[src/rtl/chr_nib_rx.sv]
module chr_nib_rx (
  input  logic       clk,
  input  logic       rst_n,
  input  logic       wr_stb,
  input  logic       rs,
  input  logic [7:0] bus_d,
  output logic       byte_vld,
  output logic       byte_rs,
  output logic [7:0] byte_q,
  output logic       is_fset,
  output logic       is_addr,
  output logic       wide_mode,
  output logic       nib_phase,
  output logic       two_line,
  output logic       big_font
);
  logic [3:0] hi_q;
  logic [7:0] full;
  logic       cmd_fset, cmd_addr, completes;

  assign full      = wide_mode ? bus_d : {hi_q, bus_d[7:4]};
  assign cmd_fset  = !rs && (full[7:5] == 3'b001);
  assign cmd_addr  = !rs && full[7];
  assign completes = wr_stb && (wide_mode || nib_phase);

  always_ff @(posedge clk) begin
    if (!rst_n) begin
      hi_q      <= '0;
      byte_q    <= '0;
      byte_rs   <= 1'b0;
      byte_vld  <= 1'b0;
      is_fset   <= 1'b0;
      is_addr   <= 1'b0;
      wide_mode <= 1'b1;
      nib_phase <= 1'b0;
      two_line  <= 1'b0;
      big_font  <= 1'b0;
    end else begin
      byte_vld <= completes;
      is_fset  <= completes && cmd_fset;
      is_addr  <= completes && cmd_addr;
      if (completes) begin
        byte_q    <= full;
        byte_rs   <= rs;
        nib_phase <= 1'b0;
        if (cmd_fset) begin
          wide_mode <= full[4];
          two_line  <= full[3];
          big_font  <= full[2];
        end
      end else if (wr_stb) begin
        hi_q      <= bus_d[7:4];
        nib_phase <= 1'b1;
      end
    end
  end

  p_wide_no_phase_r2: assert property (@(posedge clk) disable iff (!rst_n)
    wide_mode |-> !nib_phase);
  p_first_nibble_r3: assert property (@(posedge clk) disable iff (!rst_n)
    (wr_stb && !wide_mode && !nib_phase) |=> (nib_phase && !byte_vld));
  p_second_nibble_r4: assert property (@(posedge clk) disable iff (!rst_n)
    (wr_stb && nib_phase) |=> (byte_vld && !nib_phase));
  p_fset_width_r5: assert property (@(posedge clk) disable iff (!rst_n)
    (byte_vld && is_fset) |-> (wide_mode == byte_q[4]));
  p_phase_hold_r8: assert property (@(posedge clk) disable iff (!rst_n)
    (!wr_stb && nib_phase) |=> nib_phase);
  p_data_no_flag_r9: assert property (@(posedge clk) disable iff (!rst_n)
    (byte_vld && byte_rs) |-> (!is_fset && !is_addr));
  p_vld_after_stb_r10: assert property (@(posedge clk) disable iff (!rst_n)
    !$past(wr_stb) |-> !byte_vld);
  p_flag_with_vld_r10: assert property (@(posedge clk) disable iff (!rst_n)
    (is_fset || is_addr) |-> byte_vld);
endmodule

[config.mk]
export PLATFORM = sky130hd
export DESIGN_NAME = chr_nib_rx
export DESIGN_NICKNAME = d
export VERILOG_FILES = /design/src/rtl/chr_nib_rx.sv
export SDC_FILE = /design/constraint.sdc
export NUM_CORES = 1
export LEC_CHECK = 0
export BUFFER_PORTS_ARGS = -buffer_cell sky130_fd_sc_hd__clkbuf_2
export CORE_ASPECT_RATIO = 1.1
export CORE_MARGIN = 5
export CORE_UTILIZATION = 45
export CTS_CLUSTER_SIZE = 8
export DETAILED_ROUTE_END_ITERATION = 16
export PLACE_DENSITY_LB_ADDON = 0.15
export SLEW_MARGIN = 20
export SYNTH_ARGS = -nofsm -noshare
export SYNTH_HDL_FRONTEND = slang
export SYNTH_SLANG_ARGS = --single-unit
[constraint.sdc]
create_clock -name clk -period 1.6 [get_ports clk]
set_clock_uncertainty 0.15 [all_clocks]
set_input_delay 0.08 -clock clk [delete_from_list [all_inputs] [get_ports clk]]
set_output_delay 0.08 -clock clk [all_outputs]
set_load 0.005 [all_outputs]
==> results of run 1 <==
[kinds of logic after synthesis]
group	after synthesis	share of synthesized area
AND/OR/NAND/NOR	31	0.211
AO/OA/AOI/OAI	20	0.189
flip-flops	20	0.426
multiplexers	11	0.117
buffers and inverters	7	0.0572
[cell type report]
cell class | count | area [sq um] | area share
inverter | 1 | 3.75 | 0.00306
sequential | 20 | 402 | 0.328
multi-input combinational | 62 | 487 | 0.397
timing repair buffer | 41 | 263 | 0.214
tap | 28 | 35.0 | 0.0286
clock buffer | 4 | 36.3 | 0.0296
[tightest hold or removal path: stages]
cell and delay [ns]:
clkbuf_2 0.13, nor2b_1 0.12, o21a_1 0.11
[cell usage in the layout, fill, tap and decap left out, drive strengths merged]
cell / n
o221a: 3
o211ai: 1
dlygate4sd3: 9
dfxtp: 20
nand2b: 1
and3b: 1
nor2b: 7
o21a: 2
nand4bb: 1
a21oi: 1
nor3b: 4
o211a: 7
o21ai: 2
mux2i: 11
nand3b: 1
and2: 3
nand2: 10
and2b: 1
o2111a: 1
o21bai: 2
buf: 5
o32a: 1
inv: 1
nor3: 1
clkbuf: 31
nor2: 1
[state kept, by name (all words and copies together), names as in the netlist]
register / count
is_addr: 1
big_font: 1
byte_vld: 1
wide_mode: 1
is_fset: 1
hi_q: 4
nib_phase: 1
two_line: 1
byte_q: 8
byte_rs: 1
[final timing paths]
check	start	to	slack [ns]	cells past startpoint
hold / removal	wr_stb	nib_phase	0.009	3
hold reg to reg	byte_q[7]	byte_q[7]	0.32	2
setup / recovery	wide_mode	big_font	0.14	4
setup reg to reg	wide_mode	big_font	0.14	4
[per-layer routing]
metal / routed length, um / part of all wire / up-vias / GRT usage
met5: 0 / 0 / - / 0
met4: 13 / 0.0068 / 0 / 0.0219
met3: 119 / 0.062 / 2 / 0.0514
met2: 951 / 0.49 / 19 / 0.231
met1: 840 / 0.44 / 355 / 0.167
li1: - / - / 402 / -
[stage by stage]
step                      std cells  power [W]  hold WS, ns
after floorplan                  89   0.000608      0.00161
after global placement          143   0.000656        0.136
after detailed placement        143   0.000659        0.137
after CTS                       156   0.000968      0.00406
after global routing            156    0.00101       0.0276
final                           156   0.000951      0.00942
[repair_timing]
action,CTS,global route
hold buffers,9,0
gates resized for setup,0,1
setup buffers,0,0
endpoints found under the setup margin,0,5
endpoints found under the hold margin,11,0
[power breakdown]
part	leakage, nW	total [W]	internal [W]	switching [W]
logic	0.437	0.000133	0.0000744	0.0000587
clock network	0.0210	0.000289	0.000139	0.000150
registers	0.163	0.000529	0.000519	0.0000106
total	0.622	0.000951	0.000732	0.000219
==> flow_metrics.py, run 1 <==
metrics = {
    "logic_synthesis": {
        "netlist.area_leader.share": 0.426,
        "synth_top_cell_by_area": "dfxtp_1",
        "synthesis.area_sq_um": 941,
        "synthCells": 89,
        "synth_common_cells": "dfxtp_1, mux2i_1, nand2_1",
        "synth_fp_nets": 101,
        "yosys.cell_count.top_type": "dfxtp_1",
        "ys.flop_type": "dfxtp_1",
        "synth_cell_types": 30,
        "seq_area_frac_synth": 0.426,
        "async_flop_share": 0,
        "syn_avg_cell_area_sq_um": 10.6,
        "synth_edf_count": 0,
        "synth_area_leaders": "dfxtp_1, mux2i_1, o211a_1, nor2b_1, nand2_1",
        "ys_seq_elements": 20,
        "ys_warn_count": 0,
    },
    "worst_setup_path": {
        "required_ns": 1.70,
        "cp_common_cell": "o221a_1",
        "critPathMaxFanout": 11,
        "endpoint_kind": "flop",
        "critPathArrivalTime_ns": 1.56,
        "crit_path_start_kind": "flop",
        "cpMaxStageDelayCell": "dfxtp_2",
        "critPathTopFamily": "flip-flops",
        "max_stage_delay_ns": 0.43,
        "worst-path-buf-inv": 1,
        "crit_path_cell_trace": "buf_4 > nor3b_1 > o221a_1 > o221a_1",
        "crit_type": "flop to flop",
    },
    "clock_network": {
        "cts.path.max_buffers": 2,
        "cts.sinks": 20,
        "cts_tree": "yes",
        "ctsHtreeMaxLevel": 1,
        "clk_pin_slew_ns": 0.11,
        "root_buffer": "clkbuf_4",
        "insertion_delay_ns": 0.30,
        "cts_buffers": 3,
    },
    "global_route": {
        "track_usage": 0.137,
        "grt_pass1_vias": 736,
        "grt.overflow.total": 0,
        "grt_antenna_before_repair": 0,
        "grt_max_degree": 22,
        "grt_pass1_wl_mm": 3.21,
    },
    "drt": {
        "drt_iter0_markers": 10,
        "vias": 778,
        "ant_nets": 0,
        "drc": 0,
        "wl_per_cell_um": 12.3,
        "wl_mm": 1.93,
        "vias_per_cell": 4.99,
        "firstDrtPassIters": 4,
    },
    "cells_and_area": {
        "fillers": 193,
        "final_area_sq_um": 1230,
        "antennaDiodeCount": 0,
        "fin_util": 0.613,
        "drive_gt1_frac": 0.313,
        "nets": 141,
        "area_delta_synth_final_pct": 30.3,
    },
    "sta": {
        "finalSetupTns_ns": 0,
        "max_freq_mhz": 685,
        "maxSlewHeadroom": 0.760,
        "hold_viol": 0,
        "worst_pin_slew_ns": 0.360,
        "period_share": 0.912,
        "timing.final.max_slew_violations": 0,
        "rsz0062_at_grt": "false",
        "period_needed_ns": 1.46,
        "setup_viol": 0,
        "worst_slack_ns": 0.141,
    },
    "die": {
        "dieArea_sq_um": 3110,
        "start_util": 0.471,
        "core_area_sq_um": 2000,
        "die_h_um": 58.0,
        "io_pins": 28,
        "die_x_um": 53.6,
        "rows": 17,
    },
    "power_and_ir_drop": {
        "vdd_drop_max_uv": 638,
        "p_per_area_nw_per_um2": 776,
        "p_leak_nw": 0.622,
    },
    "place": {
        "dp_hpwl_mm": 1.47,
        "dp_worst_setup_slack_ns": 0.0524,
        "portBuffers": 27,
        "routabilityCongestion": 0.811,
        "placed_area_sq_um": 1100,
    },
    "outcome": {
        "outcome": "completed",
    },
    "flow_run": {
        "cap_viol_max_count": 0,
    },
    "hold_path": {
        "min_path_type": "input pin to flop",
    },
}
Power figures use the tool's default switching activity.
==> run 2: changes to the inputs <==
--- a/config.mk
+++ b/config.mk
@@ -8,10 +8,12 @@
 export BUFFER_PORTS_ARGS = -buffer_cell sky130_fd_sc_hd__clkbuf_2
 export CORE_ASPECT_RATIO = 1.1
 export CORE_MARGIN = 5
-export CORE_UTILIZATION = 45
+export CORE_UTILIZATION = 49
 export CTS_CLUSTER_SIZE = 8
 export DETAILED_ROUTE_END_ITERATION = 16
+export GPL_ROUTABILITY_DRIVEN = 0
 export PLACE_DENSITY_LB_ADDON = 0.15
+export SETUP_SLACK_MARGIN = 0.5
 export SLEW_MARGIN = 20
 export SYNTH_ARGS = -nofsm -noshare
 export SYNTH_HDL_FRONTEND = slang
==> flow_metrics.py, run 2 (synthesized netlist as in run 1, its figures left out) <==
metrics = {
    "outcome": {
        "outcome": "completed",
    },
    "clock_network": {
        "cts_buffers": 3,
        "clk_pin_slew_ns": 0.11,
        "cts.sinks": 20,
        "root_buffer": "clkbuf_4",
        "ctsHtreeMaxLevel": 1,
        "cts.path.max_buffers": 2,
        "insertion_delay_ns": 0.29,
        "cts_tree": "yes",
    },
    "cells_and_area": {
        "largest-register": "byte_q",
        "nets": 144,
        "top_regs": "byte_q x8, hi_q x4",
        "drive_gt1_frac": 0.377,
        "antennaDiodeCount": 0,
        "largest_reg_flops": 8,
        "fin_util": 0.705,
        "layout_commonest_cell": "clkbuf_2",
        "area_delta_synth_final_pct": 35.0,
        "layout_common_cells": "clkbuf_2, dfxtp_1, mux2i_1",
    },
    "sta": {
        "hold_viol": 0,
        "worst_pin_slew_ns": 0.379,
        "worst_slack_ns": 0.234,
        "period_share": 0.854,
        "setup_viol": 0,
        "period_needed_ns": 1.37,
        "max_freq_mhz": 732,
        "finalSetupTns_ns": 0,
        "rsz0062_at_grt": "true",
        "timing.final.max_slew_violations": 0,
        "maxSlewHeadroom": 0.747,
    },
    "power_and_ir_drop": {
        "p_per_area_nw_per_um2": 704,
        "vdd_drop_max_uv": 546,
        "p_total_w": 0.000894,
        "p_leak_nw": 0.645,
    },
    "die": {
        "dieArea_sq_um": 2900,
        "rows": 16,
        "io_pins": 28,
        "core_area_sq_um": 1800,
        "start_util": 0.522,
        "die_h_um": 56.0,
        "die_x_um": 51.8,
    },
    "drt": {
        "drt_iter0_markers": 12,
        "wl_mm": 2.08,
        "drc": 0,
        "vias_per_cell": 5.44,
        "wl_per_cell_um": 14.0,
        "firstDrtPassIters": 4,
        "ant_nets": 0,
        "vias": 805,
    },
    "place": {
        "dp_worst_setup_slack_ns": 0.171,
        "portBuffers": 27,
        "dp_hpwl_mm": 1.39,
    },
    "worst_setup_path": {
        "crit_type": "flop to flop",
        "r2r_setup_slack_ns": 0.23,
        "critPathArrivalTime_ns": 1.41,
        "endpoint_kind": "flop",
        "required_ns": 1.65,
        "crit_path_start_kind": "flop",
        "critPathMaxFanout": 6,
    },
    "hold_path": {
        "min_path_type": "input pin to flop",
    },
    "global_route": {
        "grt.overflow.total": 0,
        "grt_pass1_vias": 779,
        "grt_pass1_wl_mm": 3.64,
        "track_usage": 0.165,
        "grt_max_degree": 22,
        "grt_antenna_before_repair": 0,
    },
    "flow_run": {
        "cap_viol_max_count": 0,
    },
}
run 2: final timing paths:
kind / startpoint / to / cells past startpoint
hold / removal: bus_d[6] / hi_q[2] / 3
setup reg to reg: wide_mode / two_line / 3
setup / recovery: wide_mode / two_line / 3
hold reg to reg: byte_q[7] / byte_q[7] / 2
run 2: power breakdown:
| group | switching [W] | internal (W) |
|---|---|---|
| Clock | 0.000143 | 0.0000876 |
| Combinational | 0.0000623 | 0.0000752 |
| Sequential | 0.0000103 | 0.000516 |
run 2: worst max-delay path, cell delays in order, from the launching register on:
cell     delay [ns]
dfxtp_4        0.39
and3b_1        0.21
o221a_1        0.29
o221a_1        0.24
run 2: what timing repair did:
| item | in CTS | in global routing |
|---|---|---|
| hold buffers | 6 | 0 |
| gates cloned | 0 | 0 |
| buffers inserted | 7 | 1 |
| hold endpoints to repair | 7 | 0 |
| pin swaps | 4 | 3 |
| setup endpoints to repair | 18 | 21 |
| resized for setup | 10 | 4 |
run 2: per-layer routing:
metal | part of all wire | global-route usage
met3 | 0.043 | 0.0322
met2 | 0.47 | 0.253
met1 | 0.46 | 0.213
met4 | 0.027 | 0.0861
met5 | 0 | 0
run 2: cell type report:
class | instances | area [sq um]
repair buffers | 44 | 304
flip-flops and latches | 20 | 408
clock buffers | 3 | 22.5
fillers | 150 | 532
well taps | 18 | 22.5
inverters | 1 | 3.75
multi-input cells | 62 | 509
run 2: per-stage QoR:
| stage | cell area, sq um | cells | hold slack [ns] |
|---|---|---|---|
| after floorplan | 943 | 89 | 0.00161 |
| after global placement | 1070 | 131 | 0.125 |
| after detailed placement | 1070 | 131 | 0.132 |
| after CTS | 1250 | 147 | 0.00528 |
| after global routing | 1270 | 148 | 0.0257 |
| final | 1270 | 148 | 0.00607 |
==> run 3: changes to the inputs <==
--- a/config.mk
+++ b/config.mk
@@ -13,7 +13,7 @@
 export DETAILED_ROUTE_END_ITERATION = 16
 export GPL_ROUTABILITY_DRIVEN = 0
 export PLACE_DENSITY_LB_ADDON = 0.15
-export SETUP_SLACK_MARGIN = 0.5
+export SETUP_SLACK_MARGIN = 0.05
 export SLEW_MARGIN = 20
 export SYNTH_ARGS = -nofsm -noshare
 export SYNTH_HDL_FRONTEND = slang
==> flow_metrics.py, run 3 (synthesized netlist as in run 1, its figures left out) <==
metrics = {
    "cells_and_area": {
        "layout_common_cells": "clkbuf_2, dfxtp_1, mux2i_1",
        "nets": 138,
        "drive_gt1_frac": 0.298,
        "antennaDiodeCount": 0,
        "layout_commonest_cell": "clkbuf_2",
        "fillers": 164,
        "top_regs": "byte_q x8, hi_q x4",
        "largest_reg_flops": 8,
        "area_delta_synth_final_pct": 24.9,
        "largest-register": "byte_q",
        "final_area_sq_um": 1170,
    },
    "sta": {
        "finalSetupTns_ns": 0,
        "max_freq_mhz": 682,
        "period_needed_ns": 1.47,
        "worst_pin_slew_ns": 0.376,
        "worst_slack_ns": 0.133,
        "setup_viol": 0,
        "period_share": 0.917,
        "rsz0062_at_grt": "false",
        "hold_viol": 0,
        "timing.final.max_slew_violations": 0,
        "maxSlewHeadroom": 0.749,
    },
    "worst_setup_path": {
        "r2r-start": "nib_phase",
        "crit_path_start_kind": "flop",
        "reg2regPathDepth": 3,
        "critPathMaxFanout": 6,
        "required_ns": 1.64,
        "r2r_setup_slack_ns": 0.13,
        "endpoint_kind": "flop",
        "crit_type": "flop to flop",
        "critPathArrivalTime_ns": 1.51,
        "timing.rr.end": "wide_mode",
    },
    "global_route": {
        "grt_antenna_before_repair": 0,
        "grt_pass1_vias": 796,
        "grt.overflow.total": 0,
        "track_usage": 0.155,
        "grt_pass1_wl_mm": 3.42,
        "grt_max_degree": 22,
    },
    "place": {
        "dp_worst_setup_slack_ns": 0.140,
        "placed_area_sq_um": 1080,
        "dp_hpwl_mm": 1.48,
        "portBuffers": 27,
    },
    "die": {
        "start_util": 0.522,
        "dieArea_sq_um": 2900,
        "die_h_um": 56.0,
        "rows": 16,
        "io_pins": 28,
        "core_area_sq_um": 1800,
        "die_x_um": 51.8,
    },
    "clock_network": {
        "ctsHtreeMaxLevel": 1,
        "postCtsSetupBuffers": 0,
        "cts.path.max_buffers": 2,
        "cts.sinks": 20,
        "cts_tree": "yes",
        "clk_pin_slew_ns": 0.10,
        "root_buffer": "clkbuf_4",
        "cts_buffers": 3,
        "insertion_delay_ns": 0.29,
    },
    "power_and_ir_drop": {
        "p_leak_nw": 0.604,
        "p_per_area_nw_per_um2": 755,
        "vdd_drop_max_uv": 646,
    },
    "hold_path": {
        "holdPathStages": 4,
        "worstHoldStart": "bus_d[3]",
        "hold_end": "byte_q[3]",
        "min_path_type": "input pin to flop",
    },
    "drt": {
        "wl_mm": 2.01,
        "wl_per_cell_um": 14.2,
        "drc": 0,
        "ant_nets": 0,
        "firstDrtPassIters": 4,
        "drt_iter0_markers": 8,
        "vias": 767,
        "vias_per_cell": 5.40,
    },
    "flow_run": {
        "cap_viol_max_count": 0,
    },
    "outcome": {
        "outcome": "completed",
    },
}
-- run 3: cell types whose count changed in the layout (fill, tap and decap cells not counted), sizes merged --
| cell | change |
|---|---|
| buf | -7 |
| dlygate4sd3 | +1 |
-- run 3: cell type report --
| type | instances | area [sq um] | share of cell area |
|---|---|---|---|
| Timing Repair Buffer | 38 | 239 | 0.203 |
| Inverter | 1 | 3.75 | 0.00319 |
| Tap cell | 18 | 22.5 | 0.0192 |
| Clock buffer | 3 | 22.5 | 0.0192 |
| Sequential cell | 20 | 400 | 0.341 |
| Multi-Input combinational cell | 62 | 487 | 0.414 |
-- run 3: metal layers --
layer,part of all wire,track usage,vias to the layer above
met5,0,0,-
met2,0.47,0.255,23
met4,0.021,0.0824,0
li1,-,-,390
met3,0.069,0.0509,6
met1,0.43,0.173,348
-- run 3: what timing repair did --
item,in CTS,in global routing
gates resized for setup,0,1
setup endpoints to repair,0,3
hold buffers,7,0
hold endpoints to repair,8,0
-- run 3: critical path, stage by stage (launching register included) --
cell and delay [ns]:
dfxtp_1 0.48, and3b_1 0.26, o21ai_1 0.13, o32a_1 0.34
-- run 3: power by group --
part           switching (W)  internal, W  total, W
registers         0.00000969     0.000519  0.000528
logic              0.0000592    0.0000712  0.000130
clock network       0.000140    0.0000878  0.000228
-- run 3: metrics by stage --
stage                     hold slack, ns  cells  power [W]   util
final                            0.00950    142   0.000887  0.652
after global routing              0.0303    142   0.000935  0.652
after CTS                        0.00627    142   0.000901  0.650
after detailed placement           0.148    132   0.000658  0.599
after global placement             0.120    132   0.000656  0.599
after floorplan                  0.00161     89   0.000608      -
-- run 3: how the worst max path moves through the flow --
stage | start | end | slack (ns) | depth (start not counted)
6_report | nib_phase | wide_mode | 0.13 | 3
3_3_place_gp | nib_phase | wide_mode | 0.17 | 3
5_1_grt | wide_mode | byte_rs | 0.07 | 5
2_1_floorplan | wide_mode | two_line | 0.25 | 4
4_1_cts | wide_mode | hi_q[2] | 0.13 | 4
3_5_place_dp | wide_mode | hi_q[2] | 0.14 | 4
